--- src/rtl/msi_line_ctrl.sv ---
module msi_line_ctrl #(
  parameter int AW   = 8,
  parameter int IDXW = 2,
  parameter int DW   = 16
) (
  input  logic          clk,
  input  logic          rst_n,
  input  logic          core_req,
  input  logic          core_we,
  input  logic [AW-1:0] core_addr,
  input  logic [DW-1:0] core_wdata,
  output logic          core_ready,
  output logic [DW-1:0] core_rdata,
  output logic          bus_req,
  input  logic          bus_gnt,
  output logic [1:0]    bus_cmd,
  output logic [AW-1:0] bus_addr,
  output logic [DW-1:0] bus_wdata,
  input  logic [DW-1:0] bus_rdata,
  input  logic          snp_valid,
  input  logic [1:0]    snp_cmd,
  input  logic [AW-1:0] snp_addr,
  output logic          snp_hit,
  output logic          snp_flush,
  output logic [DW-1:0] snp_data,
  output logic          proto_err
);
  localparam int NL = 1 << IDXW;
  localparam int TW = AW - IDXW;
  localparam logic [1:0] C_RD = 2'd0, C_RDX = 2'd1, C_UPG = 2'd2, C_FL = 2'd3;

  typedef enum logic [1:0] {ST_I = 2'd0, ST_S = 2'd1, ST_M = 2'd2} lst_t;

  lst_t          st  [NL];
  logic [TW-1:0] tg  [NL];
  logic [DW-1:0] dat [NL];

  logic [IDXW-1:0] cidx, sidx;
  logic [TW-1:0]   ctag, stag;
  logic            c_hit, victim_dirty, need_bus;

  assign cidx = core_addr[IDXW-1:0];
  assign ctag = core_addr[AW-1:IDXW];
  assign sidx = snp_addr[IDXW-1:0];
  assign stag = snp_addr[AW-1:IDXW];

  assign c_hit        = (st[cidx] != ST_I) && (tg[cidx] == ctag);
  assign victim_dirty = !c_hit && (st[cidx] == ST_M);
  assign need_bus     = !c_hit || (core_we && st[cidx] == ST_S);

  assign bus_req    = core_req && need_bus && !snp_valid;
  assign core_ready = core_req && !need_bus && !snp_valid;
  assign core_rdata = dat[cidx];

  always_comb begin
    if (victim_dirty)  bus_cmd = C_FL;
    else if (c_hit)    bus_cmd = C_UPG;
    else if (core_we)  bus_cmd = C_RDX;
    else               bus_cmd = C_RD;
  end

  assign bus_addr  = victim_dirty ? {tg[cidx], cidx} : core_addr;
  assign bus_wdata = dat[cidx];

  assign snp_hit   = snp_valid && (st[sidx] != ST_I) && (tg[sidx] == stag);
  assign snp_flush = snp_hit && (st[sidx] == ST_M) && (snp_cmd != C_FL);
  assign snp_data  = dat[sidx];
  assign proto_err = snp_hit && (st[sidx] == ST_M) && (snp_cmd == C_UPG);

  always_ff @(posedge clk or negedge rst_n) begin
    if (!rst_n) begin
      for (int i = 0; i < NL; i++) begin
        st[i]  <= ST_I;
        tg[i]  <= '0;
        dat[i] <= '0;
      end
    end else if (snp_hit) begin
      if (snp_cmd == C_RD)       st[sidx] <= ST_S;
      else if (snp_cmd != C_FL)  st[sidx] <= ST_I;
    end else if (bus_req && bus_gnt) begin
      case (bus_cmd)
        C_FL:  st[cidx] <= ST_I;
        C_UPG: st[cidx] <= ST_M;
        C_RD: begin
          st[cidx]  <= ST_S;
          tg[cidx]  <= ctag;
          dat[cidx] <= bus_rdata;
        end
        default: begin
          st[cidx]  <= ST_M;
          tg[cidx]  <= ctag;
          dat[cidx] <= bus_rdata;
        end
      endcase
    end else if (core_ready && core_we) begin
      dat[cidx] <= core_wdata;
    end
  end
endmodule

--- config.mk ---
export PLATFORM = sky130hd
export DESIGN_NAME = msi_line_ctrl
export DESIGN_NICKNAME = d
export VERILOG_FILES = /design/src/rtl/msi_line_ctrl.sv
export SDC_FILE = /design/constraint.sdc
export NUM_CORES = 1
export LEC_CHECK = 0
export BUFFER_PORTS_ARGS = -buffer_cell sky130_fd_sc_hd__buf_2
export CAP_MARGIN = 20
export CORE_MARGIN = 2
export CORE_UTILIZATION = 55
export CTS_BUF_LIST = sky130_fd_sc_hd__clkbuf_8
export DETAILED_ROUTE_END_ITERATION = 10
export PLACE_DENSITY = 0.8
export SYNTH_ARGS = -nofsm -noshare
export SYNTH_HDL_FRONTEND = slang
export SYNTH_SLANG_ARGS = --single-unit
--- constraint.sdc ---
create_clock -name clk -period 4.09 [get_ports clk]
set_input_delay 0.2045 -clock clk [delete_from_list [all_inputs] [get_ports clk]]
set_output_delay 0.2045 -clock clk [all_outputs]
set_load 0.01 [all_outputs]
# Word level (Yosys, flattened, before mapping)
# Cells that the tools add are included.
[word_totals] out_inout_bits=63 ff_bits=96 word_cells=115 input_bits=56
[classes] n_eq_ne=11 reduce_logical=30 order_cmp=4 mux=41 n_bitwise=17
[ops] cell="two-way mux 64 bit" count=3
[ops] cell="bitwise mux 64 bit" count=2
[ops] cell="two-way mux 16 bit" count=5
[ops] cell="binary-select mux 16 bit (select 2 bit)" count=2
[ops] cell="two-way mux 8 bit" count=5
[ops] cell="demux 16 bit (select 2 bit)" count=1
[ops] cell="two-way mux 6 bit" count=5
[ops] cell="binary-select mux 6 bit (select 2 bit)" count=2
[ops] cell="bitwise mux 24 bit" count=1
[ops] cell="bitwise AND 8 bit" count=2
[ops] cell="logical AND 1 bit" count=16
[ops] cell="two-way mux 2 bit" count=8
[ops] cell="inverter 8 bit" count=2
[ops] cell="case mux 8 bit (2 select lines)" count=1
[ops] cell="bitwise AND 4 bit" count=3
[ops] cell="demux 6 bit (select 2 bit)" count=1
[ops] cell="equality test 6 bit" count=2
[ops] cell="inverter 4 bit" count=3
[ops] cell="OR 4 bit" count=3
[ops] cell="equality test 2 bit (second input constant)" count=5
[ops] cell="binary-select mux 2 bit (select 2 bit)" count=2
[ops] cell="demux 2 bit (select 2 bit)" count=2
[ops] cell="nonzero test 2 bit" count=4
[ops] cell="greater-or-equal comparator 3 bit (second input constant)" count=2
[ops] cell="other kinds (13)" count=21

# Depth between registers and ports, before layout
# Gate-level depths: netlist of run 1.
[depth] word_depth=14 depth_mapped=15 depth_no_buf=12

# Worst setup path after synthesis of run 1
# OpenSTA, ideal clock, no wires.
[synth_path] kind="register to register" from="register st[1] in the netlist's numbering" to="register with a tool-made name" path_buffers=1 slack_ns=1.047 stages_incl_launch_ff=14 t_arrival_ns=2.919 path_cell_list="dfrtp_1 -> mux4_2 -> or2_0 -> and4_1 -> nand2_1 -> o21a_1 -> inv_1 -> ha_1 -> buf_1 -> or2_2 -> a21oi_1 -> a211oi_1 -> o32a_1 -> o31a_1"
[synth_lines] element="start, declared" line="34" text="lst_t st [NL];"
[synth_lines] element="start signal, assigned by index" line="73" text="st[i] <= ST_I;"
[synth_lines] element="start signal, assigned by index" line="78" text="if (snp_cmd == C_RD) st[sidx] <= ST_S;"
[synth_lines] element="start signal, assigned by index" line="79" text="else if (snp_cmd != C_FL) st[sidx] <= ST_I;"

==> impl_summary.log, run 1 <==
[metrics] outcome: finished clean
[metrics] post-CTS resize count: 0
[metrics] routability congestion estimate: 0.853
[metrics] core outline area: 10700 sq um
[metrics] total routing usage reported by global routing: 24.3%
[metrics] min-delay src: core_addr[5]
[metrics] netlist area before placement: 5990 sq um
[metrics] unrepaired setup endpoints after global routing: false
[metrics] P per Cell Area: 524 nW/um^2
[metrics] CTS Buf Count: 9
[metrics] post-synth top area share: 40.1%
[metrics] Warnings, synthesis: 0
[metrics] routed len/inst: 20.3 microns
[metrics] total die area: 11700 sq um
[metrics] cell type with the largest total area after synthesis: dfrtp_1
[metrics] mean post-synth cell area: 14.5 sq um
[metrics] leakage power: 3.16 nW
[metrics] sum of internal, switching and leakage power: 0.00354 W
[metrics] commonest cells in the netlist: dfrtp_1 (96), mux2_2 (62), mux2_4 (50)
[metrics] violation count after the first detailed-routing iteration: 187
[metrics] fin crit share: 79.0%
[metrics] routed length on met2: 6.75 mm
[metrics] initial core utilization: 55.8%
[metrics] footprint of the multi-input gates: 3300 sq um
[metrics] clock sink count: 96
[metrics] DRT antenna net count: 0
[metrics] Final Hold Slack: 141 ps
[metrics] initial antenna violation count: 0
[metrics] standard-cell row count: 38
[metrics] deepest level of the CTS H-tree: 3
[metrics] clock tree from TritonCTS: done
[metrics] Tmin final: 3230 ps
[metrics] number of synthesized flops with an enable pin: 0
[metrics] WL met3: 911 microns
[metrics] highest fanout seen on the critical path: 9
[metrics] Ports: 119
[metrics] Critical R2R Launch: st[1]
[metrics] HPWL reported at the end of detailed placement: 9.62 mm
[metrics] kind of start point of the critical path: register
[metrics] sequential cell area fraction in the yosys report: 40.1%
[metrics] highest clock rate: 309 MHz
[metrics] kind of path behind the tightest hold check: input port to register
[metrics] clock root buffer: clkbuf_8
[metrics] transition time at the pin with the least slew margin: 841 ps
[metrics] post-route met1 wirelength: 5.32 mm
[metrics] total nets after synthesis: 472
[metrics] cell with the most instances after synthesis: dfrtp_1
[metrics] worst-case register-to-register setup slack: 860 ps
[metrics] share of post-route cells with drive strength above 1: 60.5%
[metrics] total length of routed wires: 13.3 mm
[metrics] library cells used by synthesis: 46
[metrics] Syn Inst Count: 414
[metrics] remaining max-slew budget at the tightest pin: 44.0%
[metrics] Worst Path Required: 4360 ps
[metrics] insertion delay of the later-clocked pin in the worst-skew pair: 380 ps
[metrics] count of endpoints failing setup in the final report: 0
[metrics] remaining global-route overflow: 0
[metrics] maximum VDD drop: 0.367 mV
[metrics] beginning of the critical path: st[1]
[metrics] top cells by area in the synthesized netlist: dfrtp_1 (40%), mux4_2 (18%), mux2_4 (13%), mux2_2 (12%), buf_4 (2.6%)
[metrics] vias per inst: 6.08
[metrics] number of slew-limit violations in the final report: 0
[metrics] Area growth, synth to finish: 12.8%
[metrics] dominant register cell in the synthesized netlist: dfrtp_1
[metrics] Placed Area: 6570 sq um
[metrics] first-pass GRT wire length: 21.4 mm
[metrics] Arrival @ worst endpoint: 3500 ps
[metrics] Die Width: 108 microns
[metrics] capturing element type of the critical path: register
[metrics] via count of the first global-routing pass: 4223
[metrics] number of antenna repair diodes: 0
[metrics] DRC violation count after routing: 0
[metrics] First-pass DRT Iterations: 5
[metrics] number of hold violations in the final report: 0
[metrics] routed via count: 3988
[metrics] final core utilization: 62.9%
[metrics] FILL cells: 815
[metrics] sequential standard cell area: 2400 sq um
[metrics] skew final: 14.9 ps
[metrics] maximum number of pins on one net before global-route repair: 66
[metrics] Worst Reg2Reg Path Length in Cells: 12
[metrics] fin area: 6760 sq um
[metrics] Post-synth ARST share: 100%
[metrics] Critical Setup Path Class: register to register
[metrics] final layout net count: 571
[metrics] buffer levels on the longest clock path: 2
[metrics] max-cap violation count: 0
[metrics] synthesized flop and latch total: 96
[metrics] highest routed metal layer: met4
[metrics] DIE HEIGHT: 108 microns
[metrics] clock slew seen by the registers of the worst setup and hold paths: 90 ps
[metrics] port bufs: 118
[metrics] setup total negative slack: 0 ps
==> logic make-up after synthesis <==
| kind of cell | Yosys count | share of synthesized area (%) |
|---|---|---|
| buffers and inverters | 47 | 5.07 |
| and+or+nand+nor | 60 | 5.41 |
| adders and majority gates | 2 | 0.417 |
| muxes | 162 | 42.5 |
| AOI/OAI and AO/OA | 34 | 4.45 |
| xor gates and xnor gates | 13 | 2.03 |
| DFF | 96 | 40.1 |
==> state kept, by name, summed over array words and instances (netlist names), named ones only <==
name  count
dat      64
st        4
tg       24
==> cell type report <==
class / count / area share, %
Sequential cell: 96 / 35.5
Inverter: 6 / 0.333
Clock buffer: 9 / 1.83
Multi-Input combinational cell: 271 / 48.8
Clock inverter: 5 / 0.851
Timing Repair Buffer: 129 / 10.0
Tap cell: 140 / 2.59
==> critical path, stage by stage, from the launching register on <==
cell	delay, ps
dfrtp_1	470
mux4_2	520
or2_0	260
and4_1	260
nand2_1	140
o21a_1	190
inv_1	60
ha_1	390
or2_2	340
a21oi_1	160
a211oi_1	60
o32a_1	190
o31a_1	100
==> per-stage QoR <==
stage | worst slack, ps | std cells
floorplan | 1050 | 414
global placement | 759 | 641
detailed placement | 669 | 641
CTS | 881 | 656
global route | 663 | 656
finish | 857 | 656
==> per-layer routing <==
| layer | up-vias | global-route usage [%] |
|---|---|---|
| met5 | - | 0 |
| met4 | 0 | 10.1 |
| met3 | 33 | 5.61 |
| met2 | 154 | 41.1 |
| met1 | 2038 | 30.1 |
| li1 | 1763 | - |
==> power breakdown <==
group,internal (W),total (W),leakage (nW),switching [W]
Combinational,0.000844,0.00142,1.89,0.000572
Clock,0.000277,0.000605,0.0953,0.000328
Sequential,0.00126,0.00152,1.17,0.000260
==> placed cells by master (no fill, tap or decap), drive strengths merged <==
cell type    count
nor3             6
nand3            5
xnor2           10
nor4             3
a21oi            4
xor2             3
clkbuf           9
o31a             3
o22ai            6
buf            128
nand4            3
o311a            1
or2              2
nor2            15
mux4            48
inv              7
o32a             3
o21ai            8
nand4b           1
o21a             1
or4              1
o221ai           1
bufinv           1
nand2b           7
ha               2
and2             2
nor4b            1
a211oi           4
nand2            8
clkinv           3
o31ai            1
and4             1
o311ai           2
dfrtp           96
dlygate4sd3      1
mux2           112
mux2i            2
and3             1
nor2b            4
==> how the worst min path moves through the flow <==
stage	end	slack [ps]	depth (start not counted)
6_report	tg[15]	140	2
5_1_grt	tg[15]	140	2
4_1_cts	tg[17]	130	2
3_5_place_dp	dat[56]	360	1
3_3_place_gp	dat[56]	340	1
2_1_floorplan	asynchronous set/reset pin	-90	0
==> what timing repair did <==
item                                   4_1_cts  5_1_grt
setup buffers                                0        0
endpoints found under the hold margin       64        0
hold buffers                                 1        0
Note: power is estimated with default switching activity, not from simulation.
==> run 2: changes to the inputs <==
--- a/config.mk
+++ b/config.mk
@@ -5,10 +5,11 @@
 export SDC_FILE = /design/constraint.sdc
 export NUM_CORES = 1
 export LEC_CHECK = 0
+export ABC_AREA = 1
 export BUFFER_PORTS_ARGS = -buffer_cell sky130_fd_sc_hd__buf_2
 export CAP_MARGIN = 20
 export CORE_MARGIN = 2
-export CORE_UTILIZATION = 55
+export CORE_UTILIZATION = 53
 export CTS_BUF_LIST = sky130_fd_sc_hd__clkbuf_8
 export DETAILED_ROUTE_END_ITERATION = 10
 export PLACE_DENSITY = 0.8
==> constraint.sdc (replaced) <==
create_clock -name clk -period 2.81 [get_ports clk]
set_input_delay 0.1405 -clock clk [delete_from_list [all_inputs] [get_ports clk]]
set_output_delay 0.1405 -clock clk [all_outputs]
set_load 0.01 [all_outputs]
==> impl_summary.log, run 2 <==
[metrics] number of hold violations in the final report: 0
[metrics] worst setup slack after layout: 251 ps
[metrics] adder and majority cell fraction of the synthesized area: 0.390%
[metrics] remaining global-route overflow: 0
[metrics] commonest cells in the netlist: nand2_1 (359), dfrtp_1 (96), nand4_1 (94)
[metrics] Final Hold Slack: 128 ps
[metrics] buffer levels on the longest clock path: 2
[metrics] fraction of the mapped netlist area in compound gates: 12.5%
[metrics] total routing usage reported by global routing: 30.8%
[metrics] unrepaired setup endpoints after global routing: false
[metrics] count of endpoints failing setup in the final report: 0
[metrics] fin crit share: 91.1%
[metrics] share of post-route cells with drive strength above 1: 17.8%
[metrics] clock slew seen by the registers of the worst setup and hold paths: 90 ps
[metrics] First-pass DRT Iterations: 5
[metrics] setup fix buffers added after clock tree synthesis: 0
[metrics] Warnings, synthesis: 0
[metrics] vias per inst: 5.85
[metrics] initial antenna violation count: 0
[metrics] mean post-synth cell area: 7.05 sq um
[metrics] largest family of logic cells by synthesized area: simple AND/OR/NAND/NOR gates
[metrics] DRT antenna net count: 0
[metrics] CP max stage cell: dfrtp_1
[metrics] library cells used by synthesis: 32
[metrics] Critical R2R Launch: tg[21]
[metrics] total nets after synthesis: 968
[metrics] P per Cell Area: 674 nW/um^2
[metrics] routed via count: 6671
[metrics] via count of the first global-routing pass: 6314
[metrics] HPWL reported at the end of detailed placement: 13.5 mm
[metrics] dominant register cell in the synthesized netlist: dfrtp_1
[metrics] register name with the most flops: dat
[metrics] dominant cell type by count on the critical path: nand2_1
[metrics] Die Width: 114 microns
[metrics] Inst Count DP: 1125
[metrics] worst-case register-to-register setup slack: 250 ps
[metrics] Post-Synth XOR/XNOR Area: 0.136%
[metrics] highest fanout seen on the critical path: 4
[metrics] commonest cells after routing, fill and taps aside: nand2_1 (359), buf_2 (117), dfrtp_1 (96), nand4_1 (94), inv_1 (69)
[metrics] Post-synth ARST share: 100%
[metrics] insertion delay of the later-clocked pin in the worst-skew pair: 380 ps
[metrics] total length of routed wires: 19.4 mm
[metrics] highest clock rate: 391 MHz
[metrics] total die area: 13000 sq um
[metrics] Ports: 119
[metrics] maximum number of pins on one net before global-route repair: 58
[metrics] transition time at the pin with the least slew margin: 772 ps
[metrics] max-cap violation count: 0
[metrics] netlist area before placement: 6420 sq um
[metrics] final cell count without fillers: 1141
[metrics] routed len/inst: 17.0 microns
[metrics] mux contribution to synthesized area: 0%
[metrics] routability congestion estimate: 0.966
[metrics] final layout net count: 1048
[metrics] clock tree from TritonCTS: done
[metrics] first-pass GRT wire length: 31.7 mm
[metrics] clock root buffer: clkbuf_8
[metrics] number of flip-flops under the largest register name: 64
[metrics] largest incremental delay on the critical path: 400 ps
[metrics] CTS Buf Count: 9
[metrics] Syn Inst Count: 910
[metrics] skew final: 7.17 ps
[metrics] largest registers: dat: 64 flops, tg: 24 flops, st: 4 flops
[metrics] cell with the most instances after synthesis: nand2_1
[metrics] maximum VDD drop: 0.278 mV
[metrics] leakage power: 3.84 nW
[metrics] remaining max-slew budget at the tightest pin: 48.6%
[metrics] worst slack at placement: 59.3 ps
[metrics] number of slew-limit violations in the final report: 0
[metrics] deepest level of the CTS H-tree: 3
[metrics] Tmin final: 2560 ps
[metrics] top cells by area in the synthesized netlist: dfrtp_1 (37%), nand2_1 (21%), nand4_1 (9.2%), o221ai_1 (4.4%), a22oi_1 (4.3%)
[metrics] most common library cell in the layout ignoring fill and taps: nand2_1
[metrics] capturing element type of the critical path: register
[metrics] critical path, cell by cell: inv_1, o21ai_0, nand2_1, nand2_1, nand2_1, nand2_1, nor2_1, nand3_1, nand2_1, inv_1, ha_1, nor2_4, nor2_1, a211oi_1, nand2_1, nand2_1, nand4_1, nand2_1
[metrics] standard-cell row count: 40
[metrics] Critical Setup Path Class: register to register
[metrics] DRC violation count after routing: 0
[metrics] Area growth, synth to finish: 11.1%
[metrics] initial core utilization: 53.9%
[metrics] kind of path behind the tightest hold check: input port to register
[metrics] Arrival @ worst endpoint: 2880 ps
[metrics] DIE HEIGHT: 114 microns
[metrics] violation count after the first detailed-routing iteration: 582
[metrics] Worst Reg2Reg Path Length in Cells: 18
[metrics] number of synthesized flops with an enable pin: 0
[metrics] core outline area: 11900 sq um
[metrics] sequential cell area fraction in the yosys report: 37.4%
[metrics] synthesized flop and latch total: 96
[metrics] basic-gate share of the synthesized area counting and, or, nand and nor cells: 37.6%
[metrics] post-synth top area share: 37.4%
[metrics] final core utilization: 59.9%
[metrics] kind of start point of the critical path: register
[metrics] setup total negative slack: 0 ps
[metrics] outcome: finished clean
[metrics] clock sink count: 96
[metrics] number of antenna repair diodes: 0
[metrics] Worst Path Required: 3130 ps
[metrics] cell type with the largest total area after synthesis: dfrtp_1
[metrics] beginning of the critical path: tg[21]
[metrics] port bufs: 118
## run 2: cell types whose count changed after synthesis, moves of 24 or more
cell      change
o221ai_1     +31
nand2_1     +351
nor2_1       +30
a22oi_1      +37
mux2_4       -50
buf_2        +25
inv_1        +62
o21ai_1      +24
mux2_2       -62
mux4_2       -48
nand4_1      +91
## run 2: layer usage
metal	part of all wire [%]	vias up	routed length, microns	track usage [%]
met5	0	-	0	0
met4	2.8	0	545	13.1
met3	7.7	42	1500	4.62
met2	47	321	9150	49.2
met1	42	3094	8190	41.9
li1	-	3214	-	-
## run 2: logic make-up after synthesis
kind of cell	after synthesis
adder cells (fa/ha/maj)	2
AO/OA/AOI/OAI	117
XOR/XNOR	1
buffers and inverters	150
flip-flops	96
AND/OR/NAND/NOR	544
## run 2: layout make-up
class | instances | area [sq um]
clock inverters | 6 | 61.3
inverters | 73 | 274
flip-flops and latches | 96 | 2400
multi-input cells | 664 | 3270
repair buffers | 146 | 818
fillers | 1163 | 4780
well taps | 147 | 184
clock buffers | 9 | 124
## run 2: repair_timing
| item | in CTS | in global routing |
|---|---|---|
| hold endpoints to repair | 56 | 0 |
| gates resized for setup | 0 | 4 |
| hold buffers | 1 | 0 |
| setup endpoints to repair | 0 | 4 |
## run 2: worst min-delay path by stage
stage                       startpoint  slack [ps]                         end  cells past startpoint
final                     core_addr[4]         130                      tg[20]                      3
after detailed placement         rst_n         250                      tg[18]                      1
after global routing      core_addr[2]         140                      tg[12]                      3
after floorplan                  rst_n        -160  asynchronous set/reset pin                      0
after CTS                 core_addr[4]         120                      tg[20]                      3
after global placement           rst_n         260                      tg[18]                      1
## run 2: power breakdown
| group | internal, W | total, W | switching, W |
|---|---|---|---|
| sequential | 0.00174 | 0.00205 | 0.000308 |
| combinational | 0.000706 | 0.00184 | 0.00114 |
| clock | 0.000406 | 0.000913 | 0.000507 |
| total | 0.00285 | 0.00480 | 0.00195 |
## run 2: metrics by stage
stage	area, sq um	power, W
2_1_floorplan	6420	0.00327
3_3_place_gp	6920	0.00382
3_5_place_dp	6920	0.00386
4_1_cts	7110	0.00476
5_1_grt	7130	0.00515
6_report	7130	0.00480
## run 2: worst max-delay path: cells and delay by family, from the launching register on
kind,cells,cell delay (ps)
AO/OA/AOI/OAI,2,300
flip-flops,1,400
buffers and inverters,2,170
adder cells (fa/ha/maj),1,380
AND/OR/NAND/NOR,13,1260
==> run 3: changes to the inputs <==
==> constraint.sdc (replaced) <==
create_clock -name clk -period 2.2 [get_ports clk]
set_input_delay 0.11 -clock clk [delete_from_list [all_inputs] [get_ports clk]]
set_output_delay 0.11 -clock clk [all_outputs]
set_load 0.01 [all_outputs]
==> impl_summary.log, run 3 (synthesized netlist as in run 2, its figures left out) <==
[metrics] outcome: finished with violations
[metrics] violated checks: negative setup slack
[metrics] DRC violation count after routing: 0
[metrics] clock sink count: 96
[metrics] HPWL reported at the end of detailed placement: 14.8 mm
[metrics] register name with the most flops: dat
[metrics] via count of the first global-routing pass: 6937
[metrics] number of slew-limit violations in the final report: 0
[metrics] largest registers: dat: 64 flops, tg: 24 flops, st: 4 flops
[metrics] total length of routed wires: 26.2 mm
[metrics] unrepaired setup endpoints after global routing: true
[metrics] most common library cell in the layout ignoring fill and taps: nand2_1
[metrics] Final Hold Slack: 78.1 ps
[metrics] transition time at the pin with the least slew margin: 626 ps
[metrics] deepest level of the CTS H-tree: 3
[metrics] total die area: 13000 sq um
[metrics] Worst Path Required: 2500 ps
[metrics] core outline area: 11900 sq um
[metrics] insertion delay of the later-clocked pin in the worst-skew pair: 410 ps
[metrics] initial core utilization: 53.9%
[metrics] Die Width: 114 microns
[metrics] critical path, cell by cell: nand2_1, o21ai_1, nand2_1, nand2_2, nand2_1, nand2_2, buf_4, nor2_2, nand2_2, nor2_4, nand4_1, buf_6, nand2_8, nand3_4, buf_12, nand2_1, nand2_1
[metrics] CP max stage cell: dfrtp_1
[metrics] clock slew seen by the registers of the worst setup and hold paths: 110 ps
[metrics] violation count after the first detailed-routing iteration: 1207
[metrics] worst setup slack after layout: -308 ps
[metrics] P per Cell Area: 838 nW/um^2
[metrics] Ports: 119
[metrics] leakage power: 4.73 nW
[metrics] worst slack at placement: -198 ps
[metrics] largest incremental delay on the critical path: 420 ps
[metrics] initial antenna violation count: 0
[metrics] DIE HEIGHT: 114 microns
[metrics] highest clock rate: 399 MHz
[metrics] Arrival @ worst endpoint: 2810 ps
[metrics] number of hold violations in the final report: 0
[metrics] remaining global-route overflow: 0
[metrics] maximum VDD drop: 0.473 mV
[metrics] routability congestion estimate: 0.916
[metrics] final cell count without fillers: 1266
[metrics] remaining max-slew budget at the tightest pin: 58.2%
[metrics] FILL cells: 756
[metrics] First-pass DRT Iterations: 6
[metrics] Tmin final: 2510 ps
[metrics] count of endpoints failing setup in the final report: 108
[metrics] capturing element type of the critical path: register
[metrics] number of antenna repair diodes: 0
[metrics] routed len/inst: 20.7 microns
[metrics] max-cap violation count: 0
[metrics] fin crit share: 114%
[metrics] buffer levels on the longest clock path: 2
[metrics] sum of internal, switching and leakage power: 0.00769 W
[metrics] Critical Setup Path Class: register to register
[metrics] CTS Buf Count: 9
[metrics] first-pass GRT wire length: 33.6 mm
[metrics] routed via count: 8003
[metrics] port bufs: 118
[metrics] skew final: 24.1 ps
[metrics] maximum number of pins on one net before global-route repair: 51
[metrics] total routing usage reported by global routing: 33.2%
[metrics] kind of start point of the critical path: register
[metrics] DRT antenna net count: 0
[metrics] kind of path behind the tightest hold check: input port to register
[metrics] highest fanout seen on the critical path: 7
[metrics] clock tree from TritonCTS: done
[metrics] commonest cells after routing, fill and taps aside: nand2_1 (278), buf_2 (116), buf_4 (106), dfrtp_1 (96), nand4_1 (94)
[metrics] final layout net count: 1172
[metrics] share of post-route cells with drive strength above 1: 39.7%
[metrics] Inst Count DP: 1212
[metrics] Area growth, synth to finish: 43.1%
[metrics] dominant cell type by count on the critical path: nand2_1
[metrics] clock root buffer: clkbuf_8
[metrics] standard-cell row count: 40
[metrics] number of flip-flops under the largest register name: 64
[metrics] vias per inst: 6.32
-- run 3: final cells by class --
cell class	count	area (sq um)	area share [%]
inverters	73	279	3.04
clock buffers	11	151	1.65
flip-flops and latches	96	2400	26.2
repair buffers	268	2130	23.2
clock inverters	5	46.3	0.504
multi-input cells	666	3990	43.4
well taps	147	184	2.00
-- run 3: metal layers --
layer	up-vias	part of all wire [%]	global-route usage, %
met4	0	7.0	16.6
met3	198	11	6.06
met1	3661	34	41.7
met2	677	47	55.0
met5	-	0	0
li1	3467	-	-
-- run 3: critical path, delay by kind of cell (launching register included) --
family,cells,cell delay [ps]
compound gates,1,70
simple gates,13,1420
buf+inv,3,500
flops,1,420
-- run 3: where the power goes --
group          internal [W]  switching (W)
logic               0.00168        0.00222
clock network      0.000496       0.000725
registers           0.00222       0.000354
total               0.00440        0.00330
-- run 3: per-stage QoR --
step	utilization (%)	instance area [sq um]	setup TNS [ps]
after floorplan	-	6470	0
after global placement	64.9	7730	-476
after detailed placement	64.9	7730	-1170
after CTS	68.7	8180	-274
after global routing	77.1	9180	-29420
final	77.1	9180	-21080
-- run 3: timing repair --
action                                 4_1_cts  5_1_grt
pin swaps                                   33       50
hold buffers                                 1        0
resized for setup                           46      184
endpoints found under the hold margin       39        0
setup endpoints to repair                   20      108
gates cloned                                 0       10
setup buffers                               13       15
-- run 3: worst paths after layout --
check | startpoint | endpoint | slack, ps | cells past startpoint
worst max-delay path | tg[5] | dat[18] | -310 | 17
worst min-delay path | core_wdata[13] | dat[45] | 80 | 5
worst max register to register | tg[5] | dat[18] | -310 | 17
worst min register to register | dat[17] | dat[17] | 490 | 2
max in group asynchronous | rst_n | dat[23] | 1240 | 3
min in group asynchronous | rst_n | tg[22] | 260 | 2
